**config.mk**
```make
export PLATFORM = sky130hd
export DESIGN_NAME = stack_xfer_unit
export DESIGN_NICKNAME = d
export VERILOG_FILES = /design/src/rtl/stack_xfer_pkg.sv /design/src/rtl/stack_xfer_ctrl.sv /design/src/rtl/stack_xfer_dp.sv /design/src/rtl/stack_xfer_unit.sv
export SDC_FILE = /design/constraint.sdc
export NUM_CORES = 1
export LEC_CHECK = 0
export BUFFER_PORTS_ARGS = -buffer_cell sky130_fd_sc_hd__clkbuf_2
export CAP_MARGIN = 0
export CORE_MARGIN = 2
export CORE_UTILIZATION = 30
export CTS_CLUSTER_SIZE = 28
export DETAILED_ROUTE_END_ITERATION = 8
export MAX_ROUTING_LAYER = met4
export PLACE_DENSITY = 0.59
export SLEW_MARGIN = 20
export SYNTH_ARGS = -nofsm -noshare
export SYNTH_HDL_FRONTEND = slang
export SYNTH_SLANG_ARGS = --single-unit
```
**constraint.sdc**
```tcl
create_clock -name clk -period 3 [get_ports clk]
set_clock_uncertainty 0.2 [all_clocks]
set_input_delay 0.3 -clock clk [delete_from_list [all_inputs] [get_ports clk]]
set_output_delay 0.3 -clock clk [all_outputs]
set_load 0.005 [all_outputs]
```
**src/rtl/stack_xfer_pkg.sv**
```systemverilog
package stack_xfer_pkg;
  localparam int DATA_W = 8;
  localparam int PC_W   = 16;
  localparam int ADDR_W = 16;
  localparam int PAGE_W = ADDR_W - DATA_W;
  localparam logic [PAGE_W-1:0] STACK_PAGE = PAGE_W'(1);

  localparam int PUSH_LEN  = 3;
  localparam int PULL_LEN  = 4;
  localparam int CNT_W     = $clog2(PULL_LEN + 1);
  localparam int XFER_STEP = 2;   // push writes, pull bumps SP
  localparam int READ_STEP = 3;   // pull presents read address
  localparam int LOAD_STEP = 4;   // pull captures read data

  localparam int FLAG_N_BIT = 7;
  localparam int FLAG_Z_BIT = 1;
  localparam logic [DATA_W-1:0] FLAG_FORCE = 8'h34;

  typedef enum logic [1:0] {SEL_A, SEL_F, SEL_X, SEL_Y} reg_sel_e;

  typedef struct packed {
    logic     memWrite;
    logic     memRead;
    logic     spDec;
    logic     spInc;
    logic     loadDst;
    logic     pcInc;
    reg_sel_e sel;
  } ctrl_strobe_t;
endpackage

```
**src/rtl/stack_xfer_ctrl.sv**
```systemverilog
module stack_xfer_ctrl
  import stack_xfer_pkg::*;
(
  input  logic         clk,
  input  logic         rstN,
  input  logic         start,
  input  logic [7:0]   opcode,
  output ctrl_strobe_t strobe,
  output logic         busy,
  output logic         done,
  output logic         unhandled
);
  logic             busyQ, pullQ, unhQ;
  reg_sel_e         selQ;
  logic [CNT_W-1:0] cntQ;

  logic     validOp, opPull;
  reg_sel_e opSel;
  logic     lastCycle;

  always_comb begin
    validOp = 1'b1;
    opPull  = 1'b0;
    opSel   = SEL_A;
    case (opcode)
      8'h48: begin opSel = SEL_A; opPull = 1'b0; end
      8'h08: begin opSel = SEL_F; opPull = 1'b0; end
      8'hDA: begin opSel = SEL_X; opPull = 1'b0; end
      8'h5A: begin opSel = SEL_Y; opPull = 1'b0; end
      8'h68: begin opSel = SEL_A; opPull = 1'b1; end
      8'h28: begin opSel = SEL_F; opPull = 1'b1; end
      8'hFA: begin opSel = SEL_X; opPull = 1'b1; end
      8'h7A: begin opSel = SEL_Y; opPull = 1'b1; end
      default: validOp = 1'b0;
    endcase
  end

  assign lastCycle = busyQ &&
    (cntQ == (pullQ ? CNT_W'(PULL_LEN) : CNT_W'(PUSH_LEN)));

  always_ff @(posedge clk) begin
    if (!rstN) begin
      busyQ <= 1'b0;
      pullQ <= 1'b0;
      selQ  <= SEL_A;
      cntQ  <= '0;
      unhQ  <= 1'b0;
    end else begin
      unhQ <= 1'b0;
      if (!busyQ) begin
        if (start) begin
          if (validOp) begin
            busyQ <= 1'b1;
            cntQ  <= CNT_W'(1);
            pullQ <= opPull;
            selQ  <= opSel;
          end else begin
            unhQ <= 1'b1;
          end
        end
      end else if (lastCycle) begin
        busyQ <= 1'b0;
        cntQ  <= '0;
      end else begin
        cntQ <= cntQ + CNT_W'(1);
      end
    end
  end

  always_comb begin
    strobe.memWrite = busyQ && !pullQ && (cntQ == CNT_W'(XFER_STEP));
    strobe.spDec    = busyQ && !pullQ && (cntQ == CNT_W'(XFER_STEP));
    strobe.spInc    = busyQ &&  pullQ && (cntQ == CNT_W'(XFER_STEP));
    strobe.memRead  = busyQ &&  pullQ && (cntQ == CNT_W'(READ_STEP));
    strobe.loadDst  = busyQ &&  pullQ && (cntQ == CNT_W'(LOAD_STEP));
    strobe.pcInc    = lastCycle;
    strobe.sel      = selQ;
  end

  assign busy      = busyQ;
  assign done      = lastCycle;
  assign unhandled = unhQ;
endmodule

```
**src/rtl/stack_xfer_dp.sv**
```systemverilog
module stack_xfer_dp
  import stack_xfer_pkg::*;
(
  input  logic              clk,
  input  logic              rstN,
  input  ctrl_strobe_t      strobe,
  input  logic              preloadEn,
  input  logic [DATA_W-1:0] preloadA,
  input  logic [DATA_W-1:0] preloadX,
  input  logic [DATA_W-1:0] preloadY,
  input  logic [DATA_W-1:0] preloadF,
  input  logic [DATA_W-1:0] preloadSp,
  input  logic [PC_W-1:0]   preloadPc,
  input  logic [DATA_W-1:0] memRdata,
  output logic [ADDR_W-1:0] memAddr,
  output logic              memWe,
  output logic [DATA_W-1:0] memWdata,
  output logic [DATA_W-1:0] regA,
  output logic [DATA_W-1:0] regX,
  output logic [DATA_W-1:0] regY,
  output logic [DATA_W-1:0] regF,
  output logic [DATA_W-1:0] regSp,
  output logic [PC_W-1:0]   regPc
);
  logic [DATA_W-1:0] aQ, xQ, yQ, fQ, spQ;
  logic [PC_W-1:0]   pcQ;
  logic [DATA_W-1:0] pushData, mergedFlags;

  always_comb begin
    case (strobe.sel)
      SEL_A:   pushData = aQ;
      SEL_F:   pushData = fQ;
      SEL_X:   pushData = xQ;
      default: pushData = yQ;
    endcase
  end

  always_comb begin
    mergedFlags             = fQ;
    mergedFlags[FLAG_N_BIT] = memRdata[DATA_W-1];
    mergedFlags[FLAG_Z_BIT] = (memRdata == '0);
  end

  assign memAddr  = (strobe.memWrite || strobe.memRead) ? {STACK_PAGE, spQ} : '0;
  assign memWe    = strobe.memWrite;
  assign memWdata = strobe.memWrite ? pushData : '0;

  always_ff @(posedge clk) begin
    if (!rstN) begin
      aQ  <= '0;
      xQ  <= '0;
      yQ  <= '0;
      fQ  <= '0;
      spQ <= '1;
      pcQ <= '0;
    end else if (preloadEn) begin
      aQ  <= preloadA;
      xQ  <= preloadX;
      yQ  <= preloadY;
      fQ  <= preloadF;
      spQ <= preloadSp;
      pcQ <= preloadPc;
    end else begin
      if (strobe.spDec) spQ <= spQ - DATA_W'(1);
      if (strobe.spInc) spQ <= spQ + DATA_W'(1);
      if (strobe.pcInc) pcQ <= pcQ + PC_W'(1);
      if (strobe.loadDst) begin
        case (strobe.sel)
          SEL_A:   begin aQ <= memRdata; fQ <= mergedFlags; end
          SEL_X:   begin xQ <= memRdata; fQ <= mergedFlags; end
          SEL_Y:   begin yQ <= memRdata; fQ <= mergedFlags; end
          default: fQ <= memRdata | FLAG_FORCE;
        endcase
      end
    end
  end

  assign regA  = aQ;
  assign regX  = xQ;
  assign regY  = yQ;
  assign regF  = fQ;
  assign regSp = spQ;
  assign regPc = pcQ;
endmodule

```
**src/rtl/stack_xfer_unit.sv**
```systemverilog
module stack_xfer_unit
  import stack_xfer_pkg::*;
(
  input  logic        clk,
  input  logic        rstN,
  input  logic        preloadEn,
  input  logic [7:0]  preloadA,
  input  logic [7:0]  preloadX,
  input  logic [7:0]  preloadY,
  input  logic [7:0]  preloadF,
  input  logic [7:0]  preloadSp,
  input  logic [15:0] preloadPc,
  input  logic        start,
  input  logic [7:0]  opcode,
  output logic        busy,
  output logic        done,
  output logic        unhandled,
  output logic [15:0] memAddr,
  output logic        memWe,
  output logic [7:0]  memWdata,
  input  logic [7:0]  memRdata,
  output logic [7:0]  regA,
  output logic [7:0]  regX,
  output logic [7:0]  regY,
  output logic [7:0]  regF,
  output logic [7:0]  regSp,
  output logic [15:0] regPc
);
  ctrl_strobe_t strobe;

  stack_xfer_ctrl u_ctrl (
    .clk(clk), .rstN(rstN), .start(start), .opcode(opcode),
    .strobe(strobe), .busy(busy), .done(done), .unhandled(unhandled)
  );

  stack_xfer_dp u_dp (
    .clk(clk), .rstN(rstN), .strobe(strobe),
    .preloadEn(preloadEn), .preloadA(preloadA), .preloadX(preloadX),
    .preloadY(preloadY), .preloadF(preloadF), .preloadSp(preloadSp),
    .preloadPc(preloadPc), .memRdata(memRdata),
    .memAddr(memAddr), .memWe(memWe), .memWdata(memWdata),
    .regA(regA), .regX(regX), .regY(regY), .regF(regF),
    .regSp(regSp), .regPc(regPc)
  );
endmodule

```
# Word-level counts from Yosys, hierarchy flattened
# Cells that the tools add are included.
# Widths: inputs -> output; s select.
# totals
regBits	64
inputBits	76
out_inout_bits	84
wordCells	100
# classes
add_sub_neg	4
n_eq_ne	16
muxes	33
bitwise_logic	3
n_reduce_logical	32
# ops
cell	n
$mux 8	15
$eq 8x7->1 const B	4
$mux 16	2
$pmux 8 s3	1
$add 16x1->16 const B	1
$eq 8x8->1 const B	2
$mux 3	5
$reduce_bool 2->1	7
$reduce_and 2->1	5
$mux 9	1
$add 8x1->8 const B	1
$eq 8x4->1 const B	1
$eq 8x6->1 const B	1
$logic_not 8->1	1
$reduce_or 8->1	1
$sub 8x1->8 const B	1
$logic_and 1x1->1	7
$mux 1	7
$mux 7	1
$eq 3x2->1 const B	2
$pmux 2 s3	1
$reduce_or 2->1	3
$reduce_or 3->1	2
$eq 2x2->1 const B	2
12 further kinds	14

# Logic depth before layout (Yosys ltp)
# Gate-level depths: netlist (run 1).
# logic_depth
word_depth	6
mapped_depth	9

# Modules after synthesis
# A second synthesis (run 1) with hierarchy kept.
# hier_totals
cells_unflattened	459
hier_area_um2	3991.3
# by_module_without_submodules
mod	instances	cells_each	area_each_um2
stack_xfer_dp	1	402	3487.1
stack_xfer_ctrl	1	57	504.2

# Least setup slack after synthesis (run 1)
# Ideal clock, no wire load.
# synth_timing
path_type	flip-flop to flip-flop
from	reg u_ctrl.cntQ[0]
to	reg u_dp.spQ[7], in the netlist u_dp.regSp[7]
setup_ns	0.120
arrival_ns	2.282
required_time_ns	2.680
setup_slack_ns	0.398
stages_incl_launch_ff	10
synth_period_minus_slack_ns	2.602
path_cell_list	dfxtp_1 inv_1 ha_1 nand4b_1 ha_1 a21o_1 a21o_1 a221oi_1 nand4_1 nor3b_1
# synth_between
elab_chain_len	4
# synth_rtl
item	line_no	text
start, declared	stack_xfer_ctrl.sv:15	logic [CNT_W-1:0] cntQ;
start signal, assigned	stack_xfer_ctrl.sv:65	cntQ <= cntQ + CNT_W'(1);
$eq 3x2->1 (*)	stack_xfer_ctrl.sv:72, stack_xfer_ctrl.sv:73	
$logic_and 1x1->1	stack_xfer_ctrl.sv:73	strobe.spInc = busyQ && pullQ && (cntQ == CNT_W'(XFER_STEP));
$mux 8	stack_xfer_dp.sv:65	if (strobe.spInc) spQ <= spQ + DATA_W'(1);
$mux 8	stack_xfer_dp.sv:56	end else if (preloadEn) begin
end signal, assigned	stack_xfer_dp.sv:61	spQ <= preloadSp;
end signal, assigned	stack_xfer_dp.sv:64	if (strobe.spDec) spQ <= spQ - DATA_W'(1);
end signal, assigned	stack_xfer_dp.sv:65	
end, declared	stack_xfer_dp.sv:25	logic [DATA_W-1:0] aQ, xQ, yQ, fQ, spQ;
# Mark *: on every way between the ends. The rest lies on a longest branch, timed or not.
# A chain may end at the register's enable or synchronous reset.

# Worst setup path after layout (run 1)
# Ends and elaborated chain as after synthesis.

==> results of run 1 <==
## layout make-up
class | count | share of cell area
Multi-Input combinational cell | 342 | 0.455
Inverter | 12 | 0.00827
Clock buffer | 12 | 0.0453
Clock inverter | 3 | 0.00781
Tap cell | 172 | 0.0395
Sequential cell | 64 | 0.235
Timing Repair Buffer | 192 | 0.209
## layout by cell type (no fill, tap or decap), types with 3 or more instances in the layout
master and count:
dfxtp_1 64, and3_1 7, clkbuf_16 9, conb_1 7, xor2_1 6, nor4_1 3
nand2b_1 4, nand4_1 4, o211ai_1 4, a211oi_1 4, nor2_1 23, clkbuf_2 152
nor3b_1 3, a21o_1 5, and2_1 24, dlygate4sd3_1 31, a21oi_1 14, mux2i_1 30
inv_1 11, or3_1 3, buf_4 9, o21ai_0 21, and4_1 4, a21boi_0 3
nor3_1 8, xnor2_1 9, nand2_1 57, ha_1 12, o211a_1 33, mux4_2 8
nand3_1 12
## routing by layer
layer	track usage	part of all wire
met2	0.286	0.48
met3	0.0473	0.053
met5	-	0
met4	0.0357	0.0079
met1	0.225	0.46
## path summary, 6_finish.rpt
kind,endpoint,slack (ns),cells after the start
min reg2reg,u_dp.regF[4]$_SDFFE_PN0P_,0.35,2
max,u_dp.regSp[7]$_SDFFE_PN1P_,0.21,10
max reg2reg,u_dp.regSp[7]$_SDFFE_PN1P_,0.21,10
min,u_dp.regSp[2]$_SDFFE_PN1P_,0.009,3
## cells by family (layout without fill, tap and decap cells)
logic type	Yosys count	in the layout	share of synthesized area
xor gates and xnor gates	15	15	0.0334
AOI/OAI and AO/OA	103	103	0.201
other	1	7	0.000954
DFF	64	64	0.326
and+or+nand+nor	166	166	0.223
buffers and inverters	44	219	0.0503
muxes	38	38	0.122
adders and majority gates	13	13	0.0433
## worst register-to-register path, delay by kind of cell, from the launching register on
family,cells,cell delay (ns)
buf+inv,2,0.29
flops,1,0.42
simple gates,3,0.40
fa+ha+maj,2,0.54
compound gates,2,0.69
mux,1,0.18
## stage by stage
| step | area (sq um) | util |
|---|---|---|
| global route | 5450 | 0.428 |
| CTS | 5440 | 0.428 |
| global placement | 4840 | 0.381 |
| finish | 5450 | 0.428 |
| floorplan | 3950 | - |
| detailed placement | 4840 | 0.381 |
## power groups by stage
stage                     Clock [mW]  Combinational, mW  Sequential, mW
after floorplan                    0              0.173           0.967
after global placement             0              0.309           0.972
after detailed placement           0              0.314           0.975
after CTS                       1.08              0.348           0.957
after global routing            1.11              0.388           0.965
final                           1.04              0.348           0.957
## registers in the layout, indices dropped and copies added, names as in the netlist, 2 cells and up
| name | cells |
|---|---|
| u_ctrl.selQ | 2 |
| u_dp.regPc | 16 |
| u_dp.regSp | 8 |
| u_dp.regY | 8 |
| u_dp.regF | 8 |
| u_ctrl.cntQ | 3 |
| u_dp.regX | 8 |
| u_dp.regA | 8 |
## what timing repair did
action,4_1_cts,5_1_grt
hold buffers,31,0
hold endpoints to repair,31,0
gates resized for setup,0,1
endpoints found under the setup margin,0,1
==> tab_implementation.tex, run 1 <==
\begin{tabular}{lr}
\hline
Metric & Value \\
\hline
\multicolumn{2}{l}{\textbf{Run status}} \\
Result of the run & finished clean \\
\multicolumn{2}{l}{\textbf{Setup path}} \\
CP endpoint kind & flop \\
Delay contributed by the slowest stage of the critical path & 0.47 ns \\
Worst reg2reg path startpoint & u\_ctrl.cntQ[0]\$\_SDFFE\_PN0P\_ \\
CP Launch Point & u\_ctrl.cntQ[0]\$\_SDFFE\_PN0P\_ \\
Cell with the biggest individual delay on the critical path & a2111oi\_1 \\
Critical Setup Path Class & flop to flop \\
Arrival time of the worst setup path & 2.84 ns \\
Number of buffers and inverters on the critical path & 2 \\
CP Max Fanout & 12 \\
Critical path data required time & 3.05 ns \\
Series of cell instances along the critical path & inv\_1 > ha\_1 > nand4b\_1 > buf\_4 > ha\_1 > a21o\_1 > a2111oi\_1 > mux2i\_1 > nand4\_1 > nor3b\_1 \\
Top cell family by delay on the critical path & compound AO/OA/AOI/OAI gates \\
Most common cell type on the critical path & ha\_1 \\
Worst setup SP type & flop \\
\multicolumn{2}{l}{\textbf{Floorplan}} \\
Die Outline Area & 0.0140 sq mm \\
Chip height & 118 um \\
Placeable core region & 0.0127 sq mm \\
Width of the die & 118 um \\
Starting utilization of the core area & 0.309 \\
Total number of placement rows & 41 \\
Boundary Pins & 160 \\
\multicolumn{2}{l}{\textbf{Drt}} \\
Number of search-and-repair iterations in the first detailed-routing pass & 4 \\
Number of antenna-violating nets in the routed design & 0 \\
Iteration-0 DRC count of the detailed router & 222 \\
Detail-routed net length per standard cell & 15.3 um \\
Final WL & 12.2 mm \\
Count of vias placed by the detailed router & 3,924 \\
Detail-routed via count per cell & 4.92 \\
Drt drc & 0 \\
\multicolumn{2}{l}{\textbf{Synthesis}} \\
Top-count cell post-synth & dfxtp\_1 \\
Library cell with the largest summed area after synthesis & dfxtp\_1 \\
Total of flip-flops plus latches after synthesis & 64 \\
Area share of the largest cell type after synthesis & 0.326 \\
Fraction of registers with async set or reset after synthesis & 0 \\
Top\_reg\_cell synth & dfxtp\_1 \\
Commonest cells post-synth & dfxtp\_1, nand2\_1, o211a\_1, mux2i\_1, and2\_1 \\
Main area contributors after synthesis & dfxtp\_1, o211a\_1, mux2i\_1 \\
Syn\_area\_per\_cell & 8.85 sq um \\
Post-Syn Instances & 444 \\
Sequential share of the synthesized area & 0.326 \\
Distinct cell type count after synthesis & 59 \\
Post-synthesis instance area & 0.00393 sq mm \\
Number of flops mapped to enable cells by yosys & 0 \\
Count of yosys warnings during synthesis & 0 \\
\multicolumn{2}{l}{\textbf{CTS}} \\
Longest Clk Path Bufs & 2 \\
Clock latency on the worst-skew pair & 0.33 ns \\
Post-CTS Setup Repair Bufs & 0 \\
Clock root cell & clkbuf\_16 \\
Clock tree from TritonCTS & yes \\
CTS buffer count & 9 \\
Number of levels the H-tree was split into & 3 \\
CTS clock-pin slew for the worst setup and hold paths & 0.06 ns \\
Sinks on the clock net & 64 \\
\multicolumn{2}{l}{\textbf{Power and ir drop}} \\
Switching component of the power & 0.598 mW \\
Clock Power Share & 0.444 \\
Worst IR drop on VDD & 0.000324 V \\
Power density of the placed cells & 431 mW/mm\^{}2 \\
Share of total power consumed by net switching & 0.255 \\
Portion of total power attributed to combinational logic & 0.148 \\
Leakage component of the power & 2.66 nW \\
Total Power Consumption & 2.35 mW \\
Design internal power & 1.75 mW \\
Sequential Power Share & 0.407 \\
\multicolumn{2}{l}{\textbf{Placed design}} \\
Routability cong. & 0.821 \\
Placed cells & 751 \\
Hpwl dp & 8.71 mm \\
Dpl ws & 0.275 ns \\
PortBufs & 152 \\
\multicolumn{2}{l}{\textbf{STA}} \\
Tightest Pin Transition & 0.815 ns \\
Post-layout worst setup margin & 0.205 ns \\
Final-report max-slew violation count & 0 \\
Final-layout worst hold slack & 0.00854 ns \\
Final count of negative-setup-slack endpoints & 0 \\
Fmax & 358 MHz \\
Portion of the clock cycle consumed by the worst path in the final layout & 0.932 \\
Period minus WS final & 2.79 ns \\
Post-route setup TNS & 0 ns \\
Unrepaired setup endpoints after global routing & no \\
Final hold viol count & 0 \\
Slew HR & 0.456 \\
\multicolumn{2}{l}{\textbf{Cells and area}} \\
Reg area & 0.00128 sq mm \\
Fill cell total of the finished layout & 1,314 \\
Total inserted antenna cells & 0 \\
Post-layout nets & 710 \\
Share of cells above drive strength 1 & 0.309 \\
Finished Layout Cells & 797 \\
Area growth, synth to finish & 38.5\% \\
Multi-input logic area & 0.00248 sq mm \\
\multicolumn{2}{l}{\textbf{GRT}} \\
Grt ovf & 0 \\
Global-route wire length before repair & 19.5 mm \\
Maximum number of pins on one net before global-route repair & 39 \\
Initial antenna violation count & 0 \\
Via count of the first global-routing pass & 3,834 \\
All-Layer GR Usage & 0.178 \\
\multicolumn{2}{l}{\textbf{Hold path}} \\
Hold Path Origin & preloadSp[2] \\
Path category of the worst min-delay check & primary input to flop \\
\multicolumn{2}{l}{\textbf{Job}} \\
Max-cap violations & 0 \\
\hline
\end{tabular}
Note: power is estimated with default switching activity, not from simulation.
==> inputs of run 2 (changes only) <==
--- a/config.mk
+++ b/config.mk
@@ -8,12 +8,13 @@
 export BUFFER_PORTS_ARGS = -buffer_cell sky130_fd_sc_hd__clkbuf_2
 export CAP_MARGIN = 0
 export CORE_MARGIN = 2
-export CORE_UTILIZATION = 30
+export CORE_UTILIZATION = 49
 export CTS_CLUSTER_SIZE = 28
 export DETAILED_ROUTE_END_ITERATION = 8
 export MAX_ROUTING_LAYER = met4
-export PLACE_DENSITY = 0.59
+export PLACE_DENSITY = 0.86
 export SLEW_MARGIN = 20
 export SYNTH_ARGS = -nofsm -noshare
 export SYNTH_HDL_FRONTEND = slang
+export SYNTH_HIERARCHICAL = 1
 export SYNTH_SLANG_ARGS = --single-unit
==> run 2 against run 1 <==
Compared with the run above:
- power down 7.3%
- hold slack better by 0.017 ns
- sequential power is 0.6% lower
- cell area shrank 3.8%
- final cell count shrank 8.8%
- die area decreased by 37%
- global-route usage increased by 8.9 points
- synthesized cell count is 3.4% higher
- routed wire length is 5.2% lower
- flip-flop and latch count stayed put
- critical path depth stayed put
- clock power shrank 13%
==> tab_implementation.tex, run 2 <==
\begin{tabular}{lr}
\hline
Metric & Value \\
\hline
\multicolumn{2}{l}{\textbf{Placed design}} \\
PortBufs & 152 (unchanged) \\
Area after DPL & 0.00480 sq mm (was 0.00484 sq mm) \\
Routability cong. & 0.933 (was 0.821) \\
Hpwl dp & 8.31 mm (was 8.71 mm) \\
\multicolumn{2}{l}{\textbf{Drt}} \\
Detail-routed via count per cell & 5.54 (was 4.92) \\
Number of antenna-violating nets in the routed design & 0 (unchanged) \\
Iteration-0 DRC count of the detailed router & 253 (was 222) \\
Detail-routed net length per standard cell & 15.9 um (was 15.3 um) \\
Drt drc & 0 (unchanged) \\
Final WL & 11.6 mm (was 12.2 mm) \\
Count of vias placed by the detailed router & 4,025 (was 3,924) \\
Number of search-and-repair iterations in the first detailed-routing pass & 5 (was 4) \\
\multicolumn{2}{l}{\textbf{Synthesis}} \\
Library cell with the largest summed area after synthesis & dfxtp\_1 (unchanged) \\
Syn\_area\_per\_cell & 8.70 sq um (was 8.85 sq um) \\
Sequential share of the synthesized area & 0.321 (was 0.326) \\
Distinct cell type count after synthesis & 63 (was 59) \\
Top-count cell post-synth & dfxtp\_1 (unchanged) \\
Top\_reg\_cell synth & dfxtp\_1 (unchanged) \\
Area share of the largest cell type after synthesis & 0.321 (was 0.326) \\
Main area contributors after synthesis & dfxtp\_1, mux2i\_1, and2\_1 (was dfxtp\_1, o211a\_1, mux2i\_1) \\
Post-Syn Instances & 459 (was 444) \\
Total of flip-flops plus latches after synthesis & 64 (unchanged) \\
Fraction of registers with async set or reset after synthesis & 0 (unchanged) \\
Count of yosys warnings during synthesis & 6 (was 0) \\
Commonest cells post-synth & dfxtp\_1, nand2\_1, o21ai\_0, and2\_1, mux2i\_1 (was dfxtp\_1, nand2\_1, o211a\_1, mux2i\_1, and2\_1) \\
Post-synthesis instance area & 0.00399 sq mm (was 0.00393 sq mm) \\
Number of flops mapped to enable cells by yosys & 0 (unchanged) \\
\multicolumn{2}{l}{\textbf{Floorplan}} \\
Placeable core region & 0.00781 sq mm (was 0.0127 sq mm) \\
Die Outline Area & 0.00888 sq mm (was 0.0140 sq mm) \\
Total number of placement rows & 32 (was 41) \\
Boundary Pins & 160 (unchanged) \\
Chip height & 94.3 um (was 118 um) \\
Width of the die & 94.3 um (was 118 um) \\
Starting utilization of the core area & 0.511 (was 0.309) \\
\multicolumn{2}{l}{\textbf{CTS}} \\
Clock latency on the worst-skew pair & 0.33 ns (about the same) \\
Quantity of gates resized following cts & 0 (unchanged) \\
Clock root cell & clkbuf\_8 (was clkbuf\_16) \\
Post-CTS Setup Repair Bufs & 0 (unchanged) \\
Clock tree from TritonCTS & yes (unchanged) \\
CTS clock-pin slew for the worst setup and hold paths & 0.07 ns (was 0.06 ns) \\
Sinks on the clock net & 64 (unchanged) \\
Number of levels the H-tree was split into & 3 (unchanged) \\
Longest Clk Path Bufs & 2 (unchanged) \\
CTS Hold Buffers Added & 20 (was 31) \\
CTS buffer count & 9 (unchanged) \\
\multicolumn{2}{l}{\textbf{Setup path}} \\
Arrival time of the worst setup path & 2.86 ns (was 2.84 ns) \\
Number of cells traversed by the worst register-to-register path & 10 (unchanged) \\
Critical path data required time & 3.06 ns (was 3.05 ns) \\
Worst flop-to-flop path endpoint & u\_dp/regSp[4]\$\_SDFFE\_PN1P\_ (was u\_dp.regSp[7]\$\_SDFFE\_PN1P\_) \\
Worst setup slack for register-to-register paths & 0.19 ns (was 0.21 ns) \\
CP Max Fanout & 9 (was 12) \\
CP endpoint kind & flop (unchanged) \\
Worst reg2reg path startpoint & u\_ctrl/cntQ[0]\$\_SDFFE\_PN0P\_ (was u\_ctrl.cntQ[0]\$\_SDFFE\_PN0P\_) \\
Worst setup SP type & flop (unchanged) \\
Critical Setup Path Class & flop to flop (unchanged) \\
\multicolumn{2}{l}{\textbf{Cells and area}} \\
Highest-count cells in the layout ignoring fill and taps & clkbuf\_2, dfxtp\_1, nand2\_1 (unchanged) \\
Total inserted antenna cells & 0 (unchanged) \\
Area growth, synth to finish & 31.3\% (was 38.5\%) \\
Flip-flop count of the largest register, all copies and words added & 16 (unchanged) \\
Fill cell total of the finished layout & 661 (was 1,314) \\
Share of cells above drive strength 1 & 0.315 (was 0.309) \\
Most common library cell in the layout ignoring fill and taps & clkbuf\_2 (unchanged) \\
Final Instance Area & 0.00524 sq mm (was 0.00545 sq mm) \\
Post-layout nets & 708 (was 710) \\
\multicolumn{2}{l}{\textbf{Power and ir drop}} \\
Total Power Consumption & 2.18 mW (was 2.35 mW) \\
Worst IR drop on VDD & 0.000318 V (was 0.000324 V) \\
Leakage component of the power & 2.46 nW (was 2.66 nW) \\
Power density of the placed cells & 416 mW/mm\^{}2 (was 431 mW/mm\^{}2) \\
\multicolumn{2}{l}{\textbf{STA}} \\
Fmax & 356 MHz (was 358 MHz) \\
Final hold viol count & 0 (unchanged) \\
Portion of the clock cycle consumed by the worst path in the final layout & 0.936 (was 0.932) \\
Period minus WS final & 2.81 ns (was 2.79 ns) \\
Final-report max-slew violation count & 0 (unchanged) \\
Unrepaired setup endpoints after global routing & no (unchanged) \\
Tightest Pin Transition & 0.781 ns (was 0.815 ns) \\
Post-route setup TNS & 0 ns (unchanged) \\
Final count of negative-setup-slack endpoints & 0 (unchanged) \\
Slew HR & 0.479 (was 0.456) \\
\multicolumn{2}{l}{\textbf{Run status}} \\
Result of the run & finished clean (unchanged) \\
\multicolumn{2}{l}{\textbf{GRT}} \\
Initial antenna violation count & 0 (unchanged) \\
Maximum number of pins on one net before global-route repair & 62 (was 39) \\
Via count of the first global-routing pass & 3,791 (was 3,834) \\
Global-route wire length before repair & 18.1 mm (was 19.5 mm) \\
Grt ovf & 0 (unchanged) \\
All-Layer GR Usage & 0.267 (was 0.178) \\
\multicolumn{2}{l}{\textbf{Hold path}} \\
WHS Path Cells & 3 (unchanged) \\
Hold Path Origin & preloadSp[6] (was preloadSp[2]) \\
Path category of the worst min-delay check & primary input to flop (unchanged) \\
Endpoint with the worst hold slack & u\_dp/regSp[6]\$\_SDFFE\_PN1P\_ (was u\_dp.regSp[2]\$\_SDFFE\_PN1P\_) \\
\multicolumn{2}{l}{\textbf{Job}} \\
Max-cap violations & 0 (unchanged) \\
\hline
\end{tabular}
-- run 2: cell types whose count changed after synthesis, moves of 4 or more --
cell and delta:
nor3b_1 +4, mux2i_1 +6, o21ai_0 +16, o211a_1 -22, nor2b_1 +13, and2_1 +12, nand3b_1 +5, nand4_1 +7
buf_4 +4, nor2_1 -13, nand3_1 -8
-- run 2: cells by family after synthesis --
| group | Yosys count | share of synthesized area |
|---|---|---|
| DFF | 64 | 0.321 |
| xor gates and xnor gates | 12 | 0.0263 |
| muxes | 45 | 0.138 |
| AOI/OAI and AO/OA | 94 | 0.161 |
| other | 1 | 0.000940 |
| adders and majority gates | 12 | 0.0395 |
| and+or+nand+nor | 182 | 0.255 |
| buffers and inverters | 49 | 0.0583 |
-- run 2: cell type report --
| type | instances | area (sq um) | share of cell area |
|---|---|---|---|
| sequential | 64 | 1280 | 0.245 |
| timing repair buffer | 182 | 1040 | 0.198 |
| tap | 102 | 128 | 0.0244 |
| multi-input combinational | 352 | 2510 | 0.479 |
| clock buffer | 9 | 124 | 0.0236 |
| inverter | 11 | 41.3 | 0.00788 |
| clock inverter | 7 | 120 | 0.0229 |
-- run 2: routing by layer --
| metal | wire (um) | track usage | vias up | part of all wire |
|---|---|---|---|---|
| met2 | 5620 | 0.429 | 155 | 0.49 |
| met5 | 0 | - | - | 0 |
| li1 | - | - | 1953 | - |
| met3 | 595 | 0.0449 | 26 | 0.051 |
| met4 | 270 | 0.120 | 0 | 0.023 |
| met1 | 5080 | 0.330 | 1891 | 0.44 |
-- run 2: per-stage QoR --
step	hold slack, ns	util	std cells	setup WS [ns]
finish	0.0253	0.671	727	0.193
CTS	0.00493	0.671	727	0.194
detailed placement	0.325	0.614	691	0.218
global route	0.0291	0.671	727	0.00363
floorplan	0.225	-	465	0.177
global placement	0.311	0.614	691	0.305
-- run 2: critical path: stages (launching register included) --
cell and delay, ns:
dfxtp_1 0.34, inv_1 0.12, ha_1 0.16, nand2_1 0.08, nor3b_1 0.26, inv_1 0.23, fa_1 0.45, a21o_1 0.19
a22o_1 0.23, o311a_1 0.33, a31oi_1 0.13
-- run 2: worst max-delay path by stage --
stage,depth (start not counted),start,end
finish,10,u_ctrl/cntQ[0]$_SDFFE_PN0P_,u_dp/regSp[4]$_SDFFE_PN1P_
global route,10,u_ctrl/cntQ[0]$_SDFFE_PN0P_,u_dp/regSp[4]$_SDFFE_PN1P_
CTS,10,u_ctrl/cntQ[0]$_SDFFE_PN0P_,u_dp/regSp[4]$_SDFFE_PN1P_
detailed placement,10,u_ctrl/cntQ[0]$_SDFFE_PN0P_,u_dp/regSp[4]$_SDFFE_PN1P_
global placement,10,u_ctrl/cntQ[0]$_SDFFE_PN0P_,u_dp/regSp[4]$_SDFFE_PN1P_
floorplan,9,u_ctrl/busy$_SDFF_PN0_,u_dp/regSp[4]$_SDFFE_PN1P_
-- run 2: power breakdown --
group	internal [mW]	switching (mW)	leakage [nW]
Clock	0.553	0.352	0.119
Combinational	0.169	0.152	1.82
Sequential	0.898	0.0536	0.529
Total	1.62	0.557	2.46
